===== src/rtl/acs_pkg.sv =====
package acs_pkg;
  typedef enum logic [1:0] {
    SRC_IMM  = 2'b00,
    SRC_STAT = 2'b01,
    SRC_TREG = 2'b10,
    SRC_NONE = 2'b11
  } cnt_src_e;
endpackage


===== src/rtl/acs_count_sel.sv =====
module acs_count_sel #(
  parameter int CW   = 6,
  parameter int TW   = 16,
  parameter int LMAX = 31,
  parameter int RMAX = 16,
  parameter int SW   = 5
) (
  input  logic [CW-1:0] imm_cnt,
  input  logic [CW-1:0] stat_cnt,
  input  logic [TW-1:0] t_reg,
  input  logic [1:0]    cnt_sel,
  output logic          go_left,
  output logic [SW-1:0] amt
);
  import acs_pkg::*;

  logic [CW-1:0] raw;
  cnt_src_e      src;
  int            c;
  int            mag;

  assign src = cnt_src_e'(cnt_sel);

  always_comb begin
    unique case (src)
      SRC_IMM:  raw = imm_cnt;
      SRC_STAT: raw = stat_cnt;
      SRC_TREG: raw = t_reg[CW-1:0];
      default:  raw = '0;
    endcase
  end

  // Signed count, clamped to the asymmetric limits
  always_comb begin
    c = int'($signed(raw));
    if (c >= 0) begin
      go_left = 1'b1;
      mag     = (c > LMAX) ? LMAX : c;
    end else begin
      go_left = 1'b0;
      mag     = (-c > RMAX) ? RMAX : -c;
    end
    amt = mag[SW-1:0];
  end
endmodule


===== src/rtl/acs_barrel.sv =====
module acs_barrel #(
  parameter int DW = 40,
  parameter int SW = 5
) (
  input  logic [DW-1:0] din,
  input  logic          go_left,
  input  logic [SW-1:0] amt,
  input  logic          sxm,
  output logic [DW-1:0] dout
);
  logic [DW-1:0] stage [SW+1];
  logic          fill;

  assign fill     = sxm & din[DW-1];
  assign stage[0] = din;

  // Logarithmic stages: stage s moves the word by 2**s places
  for (genvar s = 0; s < SW; s++) begin : g_stage
    localparam int SH = 1 << s;
    logic [DW-1:0] lft, rgt;
    assign lft = {stage[s][DW-1-SH:0], {SH{1'b0}}};
    assign rgt = {{SH{fill}}, stage[s][DW-1:SH]};
    assign stage[s+1] = amt[s] ? (go_left ? lft : rgt) : stage[s];
  end

  assign dout = stage[SW];
endmodule


===== src/rtl/acs_expenc.sv =====
module acs_expenc #(
  parameter int DW = 40,
  parameter int EW = 6
) (
  input  logic [DW-1:0] din,
  output logic [EW-1:0] expo
);
  logic [DW-2:0] same;
  int            cnt;
  logic          run;

  // Bit i is 1 when it repeats the sign bit
  for (genvar i = 0; i < DW-1; i++) begin : g_same
    assign same[i] = ~(din[i] ^ din[DW-1]);
  end

  always_comb begin
    cnt = 0;
    run = 1'b1;
    for (int i = DW-2; i >= 0; i--) begin
      if (run && same[i]) cnt = cnt + 1;
      else                run = 1'b0;
    end
    expo = cnt[EW-1:0];
  end
endmodule


===== src/rtl/acc_scaler.sv =====
module acc_scaler #(
  parameter int DW   = 40,
  parameter int CW   = 6,
  parameter int TW   = 16,
  parameter int LMAX = 31,
  parameter int RMAX = 16
) (
  input  logic          clk,
  input  logic          rst,
  input  logic [DW-1:0] data_in,
  input  logic [CW-1:0] imm_cnt,
  input  logic [CW-1:0] stat_cnt,
  input  logic [1:0]    cnt_sel,
  input  logic          sxm,
  input  logic          exp_strobe,
  input  logic          t_load,
  input  logic [TW-1:0] t_din,
  output logic [DW-1:0] result,
  output logic [5:0]    exp_val,
  output logic [TW-1:0] t_val
);
  localparam int SW = $clog2(((LMAX > RMAX) ? LMAX : RMAX) + 1);
  localparam int EW = $clog2(DW);

  logic          go_left;
  logic [SW-1:0] amt;
  logic [DW-1:0] shifted;
  logic [EW-1:0] expo;
  logic [TW-1:0] t_reg;

  acs_count_sel #(.CW(CW), .TW(TW), .LMAX(LMAX), .RMAX(RMAX), .SW(SW)) u_cnt (
    .imm_cnt (imm_cnt),
    .stat_cnt(stat_cnt),
    .t_reg   (t_reg),
    .cnt_sel (cnt_sel),
    .go_left (go_left),
    .amt     (amt)
  );

  acs_barrel #(.DW(DW), .SW(SW)) u_bsh (
    .din    (data_in),
    .go_left(go_left),
    .amt    (amt),
    .sxm    (sxm),
    .dout   (shifted)
  );

  acs_expenc #(.DW(DW), .EW(EW)) u_exp (
    .din (data_in),
    .expo(expo)
  );

  always_ff @(posedge clk) begin
    if (rst) begin
      result  <= '0;
      exp_val <= '0;
      t_reg   <= '0;
    end else begin
      result  <= shifted;
      exp_val <= 6'(expo);
      if (exp_strobe)  t_reg <= TW'(expo);
      else if (t_load) t_reg <= t_din;
    end
  end

  assign t_val = t_reg;
endmodule


===== config.mk =====
export PLATFORM = sky130hd
export DESIGN_NAME = acc_scaler
export DESIGN_NICKNAME = d
export VERILOG_FILES = /design/src/rtl/acs_pkg.sv /design/src/rtl/acs_count_sel.sv /design/src/rtl/acs_barrel.sv /design/src/rtl/acs_expenc.sv /design/src/rtl/acc_scaler.sv
export SDC_FILE = /design/constraint.sdc
export NUM_CORES = 1
export LEC_CHECK = 0
export BUFFER_PORTS_ARGS = -buffer_cell sky130_fd_sc_hd__buf_2
export CELL_PAD_IN_SITES_DETAIL_PLACEMENT = 1
export CELL_PAD_IN_SITES_GLOBAL_PLACEMENT = 1
export CORE_ASPECT_RATIO = 0.5
export CORE_MARGIN = 2
export CORE_UTILIZATION = 27
export DETAILED_ROUTE_END_ITERATION = 6
export MAX_ROUTING_LAYER = met4
export PLACE_DENSITY_LB_ADDON = 0.2
export SYNTH_ARGS = -nofsm -noshare
export SYNTH_HDL_FRONTEND = slang
export SYNTH_SLANG_ARGS = --single-unit
export TNS_END_PERCENT = 100

===== constraint.sdc =====
create_clock -name clk -period 45.9 [get_ports clk]
set_clock_uncertainty 0.2 [all_clocks]
set_input_delay 4.59 -clock clk [delete_from_list [all_inputs] [get_ports clk]]
set_output_delay 4.59 -clock clk [all_outputs]
set_load 0.01 [all_outputs]

Word-level counts from Yosys, hierarchy flattened
Index checks and enable logic that the tools add are counted.
{"block": "word_totals", "reg_bits": 62, "inputBits": 75, "out_inout_bits": 62, "wordCells": 261}
{"block": "classes", "addsub": 39, "n_lt_le_gt_ge": 3, "eq_ne": 2, "muxes": 94, "n_bitwise": 78, "n_reduce_logical": 41}
{"operator": "two-way mux 40 bit", "count": 10}
{"operator": "two-way mux 6 bit", "count": 40}
{"operator": "adder 6 x 2 -> 6 bit, second input constant", "count": 37}
{"operator": "two-way mux 1 bit", "count": 40}
{"operator": "XOR 1 bit", "count": 39}
{"operator": "logical AND 1 bit", "count": 38}
{"operator": "inverter 1 bit", "count": 38}
{"operator": "greater-than comparator 32 x 6 -> 1 bit, second input constant", "count": 1}
{"operator": "negation 6 -> 32 bit", "count": 1}
{"operator": "one-hot mux 6 bit (3 select lines)", "count": 1}
{"operator": "two-way mux 5 bit", "count": 3}
{"operator": "greater-or-equal comparator 6 x 1 -> 1 bit, second input constant", "count": 1}
{"operator": "greater-than comparator 6 bit, second input constant", "count": 1}
{"operator": "adder 1 x 1 -> 2 bit, second input constant", "count": 1}
{"operator": "== test 2 x 1 -> 1 bit, second input constant", "count": 1}
{"operator": "== test 2 bit, second input constant", "count": 1}
{"operator": "zero test 2 bit", "count": 1}
{"operator": "nonzero test 2 bit", "count": 1}
{"operator": "OR reduction 2 bit", "count": 1}
{"operator": "bitwise AND 1 bit", "count": 1}

Logic depth before layout (Yosys ltp)
{"block": "logic_depth", "depth_word": 79, "ltp_mapped": 101}

Modules after synthesis
Synthesis repeated with hierarchy kept, for this count alone.
{"block": "unflattened", "cells_unflattened": 1929, "area_unflattened_um2": 14113.5}
{"module": "acs_expenc", "instances": 1, "cells_per_inst": 951, "area_each_um2": 6326.1, "seq_area_each_um2": 0.0}
{"module": "acs_barrel", "instances": 1, "cells_per_inst": 751, "area_each_um2": 5322.6, "seq_area_each_um2": 0.0}
{"module": "acc_scaler", "instances": 1, "cells_per_inst": 156, "area_each_um2": 1881.8, "seq_area_each_um2": 1241.2}
{"module": "acs_count_sel", "instances": 1, "cells_per_inst": 71, "area_each_um2": 583.1, "seq_area_each_um2": 0.0}

Least setup slack after synthesis
OpenSTA, ideal clock, no wires.
{"block": "synth_timing", "path_type": "input -> register", "from": "input port data_in[39]", "to": "register t_reg[5] (netlist: t_val[5])", "setup_time_ns": 0.079, "arrival_ns": 21.564, "path_slack_ns": 24.057, "path_stages": 95, "path_cell_list": "buf_2 > buf_2 > buf_2 > buf_1 > buf_2 > buf_1 > clkbuf_1 > nor3_1 > nor2_1 > inv_1 > ha_1 > a21oi_1 > nor2_1 > ha_1 > clkbuf_1 > a21o_1 > ha_1 > nor3b_1 > [59 not listed] > o21ai_0 > o21ai_0 > a211oi_1 > inv_1 > ha_1 > nand2_1 > nand3_1 > o41ai_1 > o21ai_0 > a21oi_1 > xnor2_1 > mux2i_1 > a2111oi_2 > xnor3_1 > nor3_2 > xor2_1 > xnor3_1 > a211oi_2"}
{"block": "synth_via", "elab_chain_cells": 79}
{"element": "from (decl)", "line": "acc_scaler.sv:10", "text": "input logic [DW-1:0] data_in,"}
{"element": "XOR 1 bit", "line": "acs_expenc.sv:14", "text": "assign same[i] = ~(din[i] ^ din[DW-1]);"}
{"element": "two-way mux 1 bit / inverter 1 bit (equally long branches)", "line": "acs_expenc.sv:21, acs_expenc.sv:14"}
{"element": "adder 1 x 1 -> 2 bit / logical AND 1 bit (equally long branches)", "line": "acs_expenc.sv:21", "text": "if (run && same[i]) cnt = cnt + 1;"}
{"element": "two-way mux 6 bit / two-way mux 1 bit (equally long branches)", "line": "acs_expenc.sv:21"}
{"element": "adder 6 x 2 -> 6 bit / logical AND 1 bit (equally long branches)", "line": "acs_expenc.sv:21"}
{"element": "two-way mux 6 bit / two-way mux 1 bit (equally long branches)", "line": "acs_expenc.sv:21"}
{"element": "adder 6 x 2 -> 6 bit / logical AND 1 bit (equally long branches)", "line": "acs_expenc.sv:21"}
{"element": "two-way mux 6 bit / two-way mux 1 bit (equally long branches)", "line": "acs_expenc.sv:21"}
{"element": "[63 not listed]"}
{"element": "two-way mux 6 bit / two-way mux 1 bit (equally long branches)", "line": "acs_expenc.sv:21"}
{"element": "adder 6 x 2 -> 6 bit / logical AND 1 bit (equally long branches)", "line": "acs_expenc.sv:21"}
{"element": "two-way mux 6 bit / two-way mux 1 bit (equally long branches)", "line": "acs_expenc.sv:21"}
{"element": "adder 6 x 2 -> 6 bit / logical AND 1 bit (equally long branches)", "line": "acs_expenc.sv:21"}
{"element": "two-way mux 6 bit / two-way mux 1 bit (equally long branches)", "line": "acs_expenc.sv:21"}
{"element": "adder 6 x 2 -> 6 bit / logical AND 1 bit (equally long branches)", "line": "acs_expenc.sv:21"}
{"element": "two-way mux 6 bit *", "line": "acs_expenc.sv:21"}
{"element": "two-way mux 6 bit *", "line": "acc_scaler.sv:61", "text": "if (exp_strobe) t_reg <= TW'(expo);"}
{"element": "to (signal assigned)", "line": "acc_scaler.sv:61"}
{"element": "to (signal assigned)", "line": "acc_scaler.sv:62", "text": "else if (t_load) t_reg <= t_din;"}
{"element": "to (decl)", "line": "acc_scaler.sv:29", "text": "logic [TW-1:0] t_reg;"}
Mark *: on every way between the ends. The rest lies on a longest branch, timed or not.
A chain may end at the register's enable or synchronous reset.

Final worst setup path
Same ends and word-level chain as after synthesis.

==> impl_metrics.csv <==
group,metric,value,unit
worst_hold_path,min_from,"t_val[12]",
cts,cts_setup_buffers,0,
cts,numCtsBuffers,9,
worst_setup_path,slowest_stage,"buf_4",
floorplan,initial_core_util,27.2,%
place,dp_slack,23.43,ns
floorplan,top_level_ports,137,
cts,ctsLongestPathBuffers,2,
cts,cts.sinks,62,
worst_hold_path,hold_path_class,"flop to flop",
cts,cts-root-buf,"clkbuf_16",
finish,area_delta_synth_final,12.0,%
synth,synth_warnings,0,
cts,cts_max_level,3,
timing,final.setup.tns,0,ns
timing,fin_crit_sh,48.4,%
synth,synth_seq_area_share,10.9,%
routing,dr.pass1.iters,5,
cts,hold_buffers,0,
finish,layout-drive-gt1-share,12.4,%
run,cap_violations,0,
worst_setup_path,reg2regPathDepth,17,
grt,antenna_found_initial,0,
worst_setup_path,crit_fanout,57,
timing,period_minus_slack,22.22,ns
synth,synth_edf_count,0,
outcome,status,"finished clean",
synth,synth_area_leaders,"dfxtp_1 11%, nor2_1 7.9%, a21oi_1 7.6%",
grt,grt-ovfl-total,0,
floorplan,core,0.0418,sq mm
cts,cts_tree,"yes",
finish,nFillCells,5322,
synth,syn_nets,1842,
routing,routed_via_density,5.56,
synth,ys.flop_type,"dfxtp_1",
routing,drtIter0Drc,987,
grt,grt_pass1_vias,12174,
routing,wl_per_cell,19.2,um
place,port_buffers,136,
timing,finalHoldViolations,0,
worst_setup_path,critPathRequiredTime,45.96,ns
synth,synth_cells,1717,
worst_setup_path,cp-start-kind,"input port",
synth,syn_avg_cell_area,6.62,sq um
floorplan,dieArea,0.0439,sq mm
floorplan,fp.dieH,149,um
worst_hold_path,whs_endpoint,"t_val[12]",
timing,tightest_slew,1.04,ns
power_and_ir_drop,vdd_drop_max,17.9,uV
worst_hold_path,whs_path_depth,2,
synth,yosys.area.top_type,"dfxtp_1",
worst_setup_path,crit_type,"input port to flop",
timing,setup_slack,23.68,ns
synth,synthTopCellsByCount,"238 x nor2_1, 203 x nand2_1, 172 x a21oi_1, 106 x o21ai_0, 97 x clkbuf_1",
routing,vias,12873,
timing,rsz0062_at_grt,"no",
floorplan,die_w,294,um
finish,fin_nets,1887,
synth,yosysMostFrequentCell,"nor2_1",
routing,final_antenna_net_count,0,
synth,syn_area,0.0114,sq mm
floorplan,std_cell_rows,53,
cts,cts_resized,0,
worst_setup_path,r2r-end,"result[38]",
worst_setup_path,crit_arrival,22.28,ns
synth,synth_cell_type_count,83,
worst_setup_path,critPathCaptureType,"flop",
cts,clk_pin_slew,0.06,ns
worst_setup_path,max_stage_delay,0.45,ns
place,placed_area,0.0124,sq mm
routing,routed_wirelength,44500,um
finish,diodes,0,
synth,synth_seq_cells,62,
synth,async_flop_share,0,%
finish,stdcell_area,0.0127,sq mm
timing,fmax,0.0450,GHz
worst_setup_path,r2r_start,"t_val[1]",
place,place_hpwl,34700,um
worst_setup_path,crit_path_frequent_cell,"ha_1",
worst_setup_path,reg2reg_slack,38.80,ns
grt,grt_pass1_wl,70000,um
power_and_ir_drop,power_leakage,5.08,nW
routing,drc,0,
place,globalplace.congestion,0.867,
grt,grt.total_usage,20.4,%
timing,setup-violations-final,0,
power_and_ir_drop,p_per_area,23.8,mW/mm^2
timing,slew_headroom,30.3,%
grt,grt_max_degree,79,
timing,drv_slew,0,
synth,yosysTopAreaCellShare,10.9,%
cts,clock_latency,0.34,ns
per-layer routing:
metal	global-route usage [%]	vias to the layer above	part of all wire (%)
met5	-	-	0
li1	-	6349	-
met1	30.0	6270	52
met3	1.31	22	3.4
met4	2.98	0	0.78
met2	31.1	232	44
report_power, final:
part	switching, mW	total (mW)	internal, mW
Sequential	0.00221	0.0634	0.0612
Combinational	0.109	0.166	0.0567
Clock	0.0258	0.0732	0.0474
how the worst max path moves through the flow:
stage	start	endpoint	slack, ns	depth (start not counted)
6_report	data_in[39]	t_val[5]	23.68	88
5_1_grt	data_in[39]	t_val[5]	21.99	88
3_3_place_gp	data_in[39]	t_val[5]	24.03	88
3_5_place_dp	data_in[39]	t_val[5]	23.43	88
4_1_cts	data_in[39]	t_val[5]	23.75	88
2_1_floorplan	data_in[39]	t_val[5]	24.06	95
cells by family (layout without fill, tap and decap cells):
kind of cell | count (synthesis) | after routing | synth area share, %
compound gates | 550 | 550 | 30.8
xor+xnor | 109 | 109 | 10.8
fa+ha+maj | 50 | 50 | 5.50
buf+inv | 164 | 214 | 5.58
flops | 62 | 62 | 10.9
mux | 91 | 91 | 8.26
simple gates | 691 | 691 | 28.1
critical path: cells and delay by family:
family	cells	cell delay (ns)
fa+ha+maj	17	5.22
compound gates	39	7.68
xor+xnor	4	0.91
buf+inv	5	0.74
simple gates	22	2.98
mux	1	0.11
layout make-up:
| cell class | count | area [sq um] | share of cell area [%] |
|---|---|---|---|
| Timing Repair Buffer | 153 | 811 | 6.37 |
| Clock buffer | 10 | 229 | 1.80 |
| Inverter | 45 | 169 | 1.33 |
| Sequential cell | 62 | 1240 | 9.75 |
| Multi-Input combinational cell | 1491 | 9510 | 74.7 |
| Clock inverter | 6 | 86.3 | 0.678 |
| Tap cell | 550 | 688 | 5.40 |
flip-flops by register name (all words and copies together) (netlist names):
signal and flops:
t_val 16, result 40, exp_val 6
layout by cell type, fill, tap and decap left out, types with 22 or more instances in the layout:
cell	n
xor2_1	30
dfxtp_1	62
a211oi_1	22
a22oi_1	38
nand3_1	41
inv_1	44
buf_2	135
a21oi_1	172
xnor2_1	58
nor2_1	238
mux2i_1	81
or3_1	27
o22ai_1	31
ha_1	49
nand2_1	203
nor3_1	38
o21ai_0	105
per-stage QoR:
stage | power, mW | utilization (%) | hold slack (ns) | cells
after CTS | 0.303 | 30.5 | 0.294 | 2317
after global routing | 0.326 | 30.5 | 0.311 | 2317
after global placement | 0.228 | 29.7 | 0.271 | 2301
final | 0.303 | 30.5 | 0.289 | 2317
after detailed placement | 0.228 | 29.7 | 0.281 | 2301
after floorplan | 0.177 | - | 0.332 | 1717
No activity file was read; power rests on OpenSTA's default activity.
